**config.mk**
```make
export PLATFORM = sky130hd
export DESIGN_NAME = dmac_unit
export DESIGN_NICKNAME = d
export VERILOG_FILES = /design/src/rtl/dmac_pkg.sv /design/src/rtl/dmac_decode.sv /design/src/rtl/dmac_mac.sv /design/src/rtl/dmac_qreg.sv /design/src/rtl/dmac_unit.sv
export SDC_FILE = /design/constraint.sdc
export NUM_CORES = 2
export LEC_CHECK = 0
export CAP_MARGIN = 20
export CORE_UTILIZATION = 55
export CTS_CLUSTER_DIAMETER = 150
export DETAILED_ROUTE_END_ITERATION = 8
export PLACE_DENSITY = 0.82
export RECOVER_POWER = 25
export SETUP_SLACK_MARGIN = 0.3
export SYNTH_ARGS = -nofsm -noshare
export SYNTH_HDL_FRONTEND = slang
export SYNTH_SLANG_ARGS = --single-unit
```
**constraint.sdc**
```tcl
create_clock -name clk -period 30.1 [get_ports clk]
set_clock_uncertainty 0.2 [all_clocks]
set_input_delay 7.525 -clock clk [delete_from_list [all_inputs] [get_ports clk]]
set_output_delay 7.525 -clock clk [all_outputs]
set_load 0.01 [all_outputs]
```
**src/rtl/dmac_pkg.sv**
```systemverilog
package dmac_pkg;
  localparam int INSTR_W  = 32;
  localparam int REG_AW   = 4;
  localparam logic [REG_AW-1:0] REG_PC = 4'd15;
  localparam logic [7:0] OPC_MAJOR = 8'h70;

  localparam int F_RD_LSB = 16;
  localparam int F_RA_LSB = 12;
  localparam int F_RM_LSB = 8;
  localparam int F_RN_LSB = 0;
  localparam int F_SWAP   = 5;
  localparam int F_ONE    = 4;

  typedef struct packed {
    logic [REG_AW-1:0] rd;
    logic [REG_AW-1:0] ra;
    logic [REG_AW-1:0] rm;
    logic [REG_AW-1:0] rn;
    logic              swap;
    logic              no_acc;
    logic              illegal;
    logic              unpred;
  } dmac_fields_t;
endpackage

```
**src/rtl/dmac_decode.sv**
```systemverilog
module dmac_decode
  import dmac_pkg::*;
(
  input  logic [INSTR_W-1:0] instr,
  output dmac_fields_t       fields
);
  logic opc_ok;
  logic uses_pc;

  // fixed bits: major opcode, two zero bits, one set bit
  assign opc_ok = (instr[27:20] == OPC_MAJOR) &&
                  (instr[7:6] == 2'b00) &&
                  instr[F_ONE];

  assign uses_pc = (instr[F_RD_LSB +: REG_AW] == REG_PC) ||
                   (instr[F_RN_LSB +: REG_AW] == REG_PC) ||
                   (instr[F_RM_LSB +: REG_AW] == REG_PC);

  always_comb begin
    fields.rd      = instr[F_RD_LSB +: REG_AW];
    fields.ra      = instr[F_RA_LSB +: REG_AW];
    fields.rm      = instr[F_RM_LSB +: REG_AW];
    fields.rn      = instr[F_RN_LSB +: REG_AW];
    fields.swap    = instr[F_SWAP];
    fields.no_acc  = (instr[F_RA_LSB +: REG_AW] == REG_PC);
    fields.illegal = !opc_ok;
    fields.unpred  = opc_ok && uses_pc;
  end
endmodule

```
**src/rtl/dmac_mac.sv**
```systemverilog
module dmac_mac #(
  parameter int DATA_W = 32
) (
  input  logic [DATA_W-1:0] op_n,
  input  logic [DATA_W-1:0] op_m,
  input  logic [DATA_W-1:0] acc,
  input  logic              swap,
  input  logic              use_acc,
  output logic [DATA_W-1:0] result,
  output logic              ovf
);
  localparam int HALF_W = DATA_W / 2;
  localparam int PROD_W = DATA_W;
  localparam int SUM_W  = DATA_W + 2;
  localparam int LANES  = 2;
  localparam int TOP_W  = SUM_W - DATA_W + 1;

  function automatic logic signed [PROD_W-1:0] smul(input logic [HALF_W-1:0] a,
                                                    input logic [HALF_W-1:0] b);
    logic signed [PROD_W-1:0] ea;
    logic signed [PROD_W-1:0] eb;
    ea = {{(PROD_W-HALF_W){a[HALF_W-1]}}, a};
    eb = {{(PROD_W-HALF_W){b[HALF_W-1]}}, b};
    return ea * eb;
  endfunction

  function automatic logic [SUM_W-1:0] widen(input logic [DATA_W-1:0] v);
    return {{(SUM_W-DATA_W){v[DATA_W-1]}}, v};
  endfunction

  // the bits above the result's sign must all copy it
  function automatic logic out_of_range(input logic [SUM_W-1:0] s);
    logic [TOP_W-1:0] top;
    top = s[SUM_W-1:DATA_W-1];
    return !((&top) || !(|top));
  endfunction

  logic [PROD_W-1:0] prod [LANES];

  for (genvar i = 0; i < LANES; i++) begin : g_lane
    logic [HALF_W-1:0] a_h;
    logic [HALF_W-1:0] b_h;
    assign a_h = op_n[i*HALF_W +: HALF_W];
    assign b_h = swap ? op_m[(LANES-1-i)*HALF_W +: HALF_W]
                      : op_m[i*HALF_W +: HALF_W];
    assign prod[i] = smul(a_h, b_h);
  end

  logic [SUM_W-1:0] acc_w;
  logic [SUM_W-1:0] sum;

  assign acc_w  = use_acc ? widen(acc) : '0;
  assign sum    = widen(prod[0]) + widen(prod[1]) + acc_w;
  assign result = sum[DATA_W-1:0];
  assign ovf    = out_of_range(sum);
endmodule

```
**src/rtl/dmac_qreg.sv**
```systemverilog
module dmac_qreg (
  input  logic clk,
  input  logic rst_n,
  input  logic clear,
  input  logic set,
  output logic q
);
  always_ff @(posedge clk) begin
    if (!rst_n) q <= 1'b0;
    else        q <= (q & ~clear) | set;
  end
endmodule

```
**src/rtl/dmac_unit.sv**
```systemverilog
module dmac_unit
  import dmac_pkg::*;
#(
  parameter int DATA_W = 32
) (
  input  logic              clk,
  input  logic              rst_n,
  input  logic              in_valid,
  input  logic [INSTR_W-1:0] in_instr,
  input  logic              q_clear,
  output logic [REG_AW-1:0] rf_addr_n,
  output logic [REG_AW-1:0] rf_addr_m,
  output logic [REG_AW-1:0] rf_addr_a,
  input  logic [DATA_W-1:0] rf_data_n,
  input  logic [DATA_W-1:0] rf_data_m,
  input  logic [DATA_W-1:0] rf_data_a,
  output logic              out_valid,
  output logic [DATA_W-1:0] out_result,
  output logic [REG_AW-1:0] out_dest,
  output logic              out_illegal,
  output logic              out_unpred,
  output logic              q_flag
);
  dmac_fields_t       fields;
  logic [DATA_W-1:0]  mac_result;
  logic               mac_ovf;
  logic               exec_fire;
  logic               exec_ovf;

  dmac_decode u_dec (
    .instr  (in_instr),
    .fields (fields)
  );

  assign rf_addr_n = fields.rn;
  assign rf_addr_m = fields.rm;
  assign rf_addr_a = fields.ra;

  dmac_mac #(.DATA_W(DATA_W)) u_mac (
    .op_n    (rf_data_n),
    .op_m    (rf_data_m),
    .acc     (rf_data_a),
    .swap    (fields.swap),
    .use_acc (!fields.no_acc),
    .result  (mac_result),
    .ovf     (mac_ovf)
  );

  // named events for the checker
  assign exec_fire = in_valid && !fields.illegal && !fields.unpred;
  assign exec_ovf  = exec_fire && mac_ovf;

  dmac_qreg u_q (
    .clk   (clk),
    .rst_n (rst_n),
    .clear (q_clear),
    .set   (exec_ovf),
    .q     (q_flag)
  );

  always_ff @(posedge clk) begin
    if (!rst_n) begin
      out_valid   <= 1'b0;
      out_result  <= '0;
      out_dest    <= '0;
      out_illegal <= 1'b0;
      out_unpred  <= 1'b0;
    end else begin
      out_valid <= in_valid;
      if (in_valid) begin
        out_result  <= exec_fire ? mac_result : '0;
        out_dest    <= fields.rd;
        out_illegal <= fields.illegal;
        out_unpred  <= fields.unpred;
      end
    end
  end
endmodule

```
Yosys cells after proc, flatten, opt, wreduce, memory -nomap -nowiden. Index checks and enable logic that the tools add are counted.

Add/subtract/negate cells: 2. Multiply operators: 2. Eq/ne operators: 5. Mux-type cells: 4. Bitwise operators: 3. Reductions and logical operators: 16.

Operator list (number): 16-bit by 16-bit multiplier with 32-bit output (2); 34-bit adder (1); 34-bit two-way mux (1); 32-bit by 32-bit adder with 33-bit output (1); 16-bit two-way mux (2); 32-bit two-way mux (1); 4-bit == test (second input constant) (4); 8-bit by 7-bit == test with 1-bit output (second input constant) (1); 1-bit logical AND (6); 1-bit logical NOT (4); 1-bit logical OR (3); 3-bit AND reduction (1); 3-bit OR reduction (1); 2-bit logical NOT (1); 1-bit bitwise AND (1); 1-bit inverter (1); 1-bit OR (1).

Bits in registers: 40. Input port bits: 132. Output and inout port bits: 52. Logic and storage cells: 38.

Logic depth before layout (Yosys ltp).
Depth in word-level cells: 10. Depth in mapped cells: 41. Gate-level depth less buffers: 38.

Cells and area by module. Synthesis repeated with hierarchy kept, for this count alone.

Cells, all modules: 2636. Area total of the unflattened synthesis: 24327.1 µm².

Modules (own cells, without submodules): dmac_mac (instances 1, cells an instance 2438, area each 22272.6 µm², sequential area each 0.0 µm²); dmac_unit (instances 1, cells an instance 169, area each 1814.2 µm², sequential area each 780.7 µm²); dmac_decode (instances 1, cells an instance 26, area each 198.9 µm², sequential area each 0.0 µm²); dmac_qreg (instances 1, cells an instance 3, area each 41.3 µm², sequential area each 20.0 µm²).

Least setup slack after synthesis. OpenSTA, ideal clock, no wires.

Path kind: input to register. Start point: input in_instr[5]. End point: register u_q.q. Setup time: 118 ps. Arrival: 16648 ps. Data required time: 29782 ps. Path slack: 13133 ps. Stages on the path: 39. Buffers on the path: 3. Path through: clkbuf_1 -> clkbuf_1 -> mux2i_1 -> clkbuf_1 -> nor2b_1 -> fa_1 -> inv_1 -> fa_1 -> inv_1 -> fa_1 -> inv_1 -> fa_1 -> inv_1 -> fa_1 -> fa_1 -> fa_1 -> inv_1 -> fa_1 -> (+3 left out) -> and3_1 -> a32o_1 -> a221oi_2 -> o21ai_1 -> nand2_1 -> a21oi_1 -> a21oi_1 -> xnor2_1 -> ha_1 -> a21oi_1 -> o21ai_0 -> a221o_1 -> nor3_1 -> a211oi_2 -> xor2_1 -> nand3_1 -> mux2i_1 -> o21ai_1.

Cells in the longest elaborated chain, start to end: 10. Elaborated cells between the ends (all ways): 13. Classes of those cells: 2 x add/sub; 2 x mul; 2 x mux; 1 x bitwise; 6 x reduce/logical.

Ends and longest elaborated chain: start, declared (line dmac_unit.sv:9) `input logic [INSTR_W-1:0] in_instr,`; 16-bit two-way mux (line dmac_mac.sv:44) `assign b_h = swap ? op_m[(LANES-1-i)*HALF_W +: HALF_W]`; 16-bit by 16-bit multiplier with 32-bit output (line dmac_mac.sv:24) `return ea * eb;`; 32-bit by 32-bit adder with 33-bit output (*) (line dmac_mac.sv:53) `assign sum = widen(prod[0]) + widen(prod[1]) + acc_w;`; 34-bit adder (*) (line dmac_mac.sv:53); 3-bit OR reduction (line dmac_mac.sv:35) `return !((&top) || !(|top));`; 1-bit logical NOT (line dmac_mac.sv:35); 1-bit logical OR (*) (line dmac_mac.sv:35); 1-bit logical NOT (*) (line dmac_mac.sv:35); 1-bit logical AND (*) (line dmac_unit.sv:51) `assign exec_ovf = exec_fire && mac_ovf;`; 1-bit OR (*) (line dmac_qreg.sv:10) `else q <= (q & ~clear) | set;`; end signal, assigned (line dmac_qreg.sv:10); end, declared (line dmac_qreg.sv:6) `output logic q`.

Every way passes the cells marked *; elsewhere a longest branch is shown, timed or not. A chain may end at the register's enable or synchronous reset.

Worst setup path after layout. Same ends and word-level chain as after synthesis.

==> flow_summary_export.csv <==
group,metric,value,unit
worst_setup_path,critPathArrivalTime,17.91,ns
synthesis,synth_top_area_share,0.4942,
global_routing,grt_max_degree,34,
placed_design,dp_hpwl,49.34,mm
clock_network,cts_resized,0,
global_routing,met2_usage,0.5171,
final_layout,multi_input_area,19900,um2
final_layout,fin_util,0.6164,
floorplanning,initial_core_util,0.5612,
clock_network,postCtsSetupRepairBufs,0,
floorplanning,core_area,42230,um2
synthesis,synth-seq-cells,40,
clock_network,root_buffer,"clkbuf_16",
global_routing,grtUsageTotal,0.2756,
synthesis,synth_edf_count,0,
worst_setup_path,crit_fanout,32,
timing,timing_hold_violations_final,0,
worst_setup_path,slowest_delay,0.54,ns
drt,drt_iter0_markers,993,
synthesis,syn_area,23700,um2
final_layout,final_area,26030,um2
synthesis,synth-async-reset-ratio,0,
clock_network,cts_tree,"yes",
floorplanning,die_area,43920,um2
floorplanning,num_rows,75,
floorplanning,die_h,209.6,um
clock_network,clkTransAtPathRegs,0.06,ns
drt,drt-total-wl,56.66,mm
worst_setup_path,crit_required,30.06,ns
drt,wl_per_cell,17.49,um
final_layout,seq_area,800.8,um2
final_layout,finalNetCount,3598,
floorplanning,ios,184,
timing,slew_viol_final,0,
drt,final_antenna_net_count,0,
timing,post-route-period-util,0.5963,
worst_setup_path,worst_path_most_repeated_cell,"fa_1",
clock_network,cts_buffer_depth,2,
synthesis,synthCells,2591,
final_layout,final_cell_mix,"692 x inv_1, 585 x fa_1, 258 x nand2_1",
drt,via_per_inst,5.411,
global_routing,grtUsageMet1,0.3081,
synthesis,synthFlopType,"dfxtp_1",
timing,fmax,55.72,MHz
outcome,status,"complete, no violations",
final_layout,syn_to_final_growth,9.831,%
global_routing,met3_usage,0.01826,
worst_setup_path,worst-setup-path-type,"in2reg",
global_routing,antenna_found_initial,0,
global_routing,grt-ovfl-total,0,
job,max_cap_viol_count,0,
timing,setup_viol,0,
clock_network,insertion_delay,0.27,ns
clock_network,cts_htree_levels,2,
clock_network,clkSinkCount,40,
clock_network,numCtsBuffers,5,
drt,drt_pass1_iterations,5,
worst_setup_path,endpoint_kind,"flop",
placed_design,gp_congestion,0.8891,
synthesis,synth_top_cell_by_area,"fa_1",
placed_design,place_area,25880,um2
timing,holdWs,0.2525,ns
worst_setup_path,r2r_cells,2,
timing,timing.final.crit_period,17.95,ns
timing,worst_pin_slew,0.9558,ns
min_path,hold_path_class,"reg2reg",
clock_network,holdBufCountCts,0,
floorplanning,dieWidth,209.6,um
worst_setup_path,r2r_setup_slack,29.11,ns
worst_setup_path,start_kind,"primary input",
synthesis,synth_area_leaders,"fa_1 49%, inv_1 11%, ha_1 9.6%",
placed_design,portBuffers,179,
timing,setup_tns,0,ns
drt,num_vias,17530,
worst_setup_path,r2r_start,"out_result[10]$_SDFFE_PN0P_",
synthesis,synth-seq-area-share,0.03379,
final_layout,layout-drive-gt1-share,0.02519,
worst_setup_path,setup.worst_path.end,"u_q.q$_SDFF_PN0_",
drt,drc,0,
final_layout,fillers,3418,
timing,relSlewSlack,0.3607,
final_layout,diodes,0,
global_routing,top_usage_layer,"met2",
worst_setup_path,rr_endpoint,"out_result[10]$_SDFFE_PN0P_",
synthesis,synth_cell_types,63,
global_routing,grt_pass1_vias,20100,
synthesis,synth_warnings,0,
synthesis,synth_fp_nets,3490,
final_layout,final_common_cell,"inv_1",
worst_setup_path,slowest_stage,"mux2_2",
worst_setup_path,critPathLaunch,"in_instr[5]",
synthesis,avgSynthCellArea,9.146,um2
global_routing,grt_pass1_wl,95.90,mm
timing,rsz0062_at_grt,"no",
## worst min-delay path by stage
stage / startpoint / end / slack [ns] / depth (start not counted)
after floorplan: out_result[21]$_SDFFE_PN0P_ / out_result[21]$_SDFFE_PN0P_ / 0.27 / 2
after global placement: out_result[11]$_SDFFE_PN0P_ / out_result[11]$_SDFFE_PN0P_ / 0.24 / 2
after detailed placement: out_result[11]$_SDFFE_PN0P_ / out_result[11]$_SDFFE_PN0P_ / 0.24 / 2
after CTS: out_result[11]$_SDFFE_PN0P_ / out_result[11]$_SDFFE_PN0P_ / 0.26 / 2
after global routing: out_result[19]$_SDFFE_PN0P_ / out_result[19]$_SDFFE_PN0P_ / 0.29 / 2
final: out_result[11]$_SDFFE_PN0P_ / out_result[11]$_SDFFE_PN0P_ / 0.25 / 2
## cells by family after synthesis
| logic type | synth area share |
|---|---|
| adder cells (fa/ha/maj) | 0.5903 |
| buffers and inverters | 0.1263 |
| XOR/XNOR | 0.02402 |
| multiplexers | 0.01726 |
| AO/OA/AOI/OAI | 0.05306 |
| AND/OR/NAND/NOR | 0.1553 |
| flip-flops | 0.03379 |
## registers in the layout, indices dropped and copies added, names as in the netlist
| name | cells |
|---|---|
| out_valid | 1 |
| u_q.q | 1 |
| out_dest | 4 |
| out_illegal | 1 |
| out_unpred | 1 |
| out_result | 32 |
## per-layer routing
| layer | share of wire | wire length [um] | up-vias |
|---|---|---|---|
| li1 | - | - | 7764 |
| met1 | 0.36 | 20190 | 9005 |
| met5 | 0 | 0 | - |
| met2 | 0.54 | 30530 | 555 |
| met3 | 0.038 | 2130 | 202 |
| met4 | 0.067 | 3821 | 0 |
## Yosys cell counts (3+ instances only)
master	number
mux2_2	23
nor3_1	13
a21o_1	16
a31oi_1	4
ha_1	182
dfxtp_1	40
nor2_1	55
nand2b_1	18
xor2_1	13
mux2i_1	15
a21boi_0	3
xnor2_1	52
a21oi_2	4
and3_1	10
o21ai_1	7
o21a_1	11
clkbuf_1	78
or2_2	9
o21ai_0	24
nor2b_1	128
nand3b_1	3
a22oi_1	14
inv_1	692
nand3_1	7
and2_1	194
nand2_1	258
a21oi_1	49
fa_1	585
buf_4	12
a22o_1	4
nand4_1	6
a211oi_1	5
o21bai_1	6
a211o_1	5
or3_1	4
o211ai_1	6
## worst max-delay path: cells and delay by family
family | cells | cell delay, ns
AOI/OAI and AO/OA | 10 | 2.13
xor gates and xnor gates | 2 | 0.47
adders and majority gates | 10 | 4.70
buffers and inverters | 8 | 1.18
muxes | 2 | 0.70
and+or+nand+nor | 6 | 1.18
## cell type report
| type | count | area share |
|---|---|---|
| Inverter | 692 | 0.09980 |
| Sequential cell | 40 | 0.03077 |
| Multi-Input combinational cell | 1766 | 0.7647 |
| Clock buffer | 8 | 0.005624 |
| Tap cell | 539 | 0.02591 |
| Timing Repair Buffer | 194 | 0.07317 |
## metrics by stage
stage | worst slack, ns | instances
2_1_floorplan | 13.13 | 2591
3_3_place_gp | 12.21 | 3231
3_5_place_dp | 11.94 | 3231
4_1_cts | 12.20 | 3239
5_1_grt | 11.60 | 3239
6_report | 12.15 | 3239
Power is not shown: default switching activity piles up to over one toggle a cycle in this logic, so the estimate is an artifact.
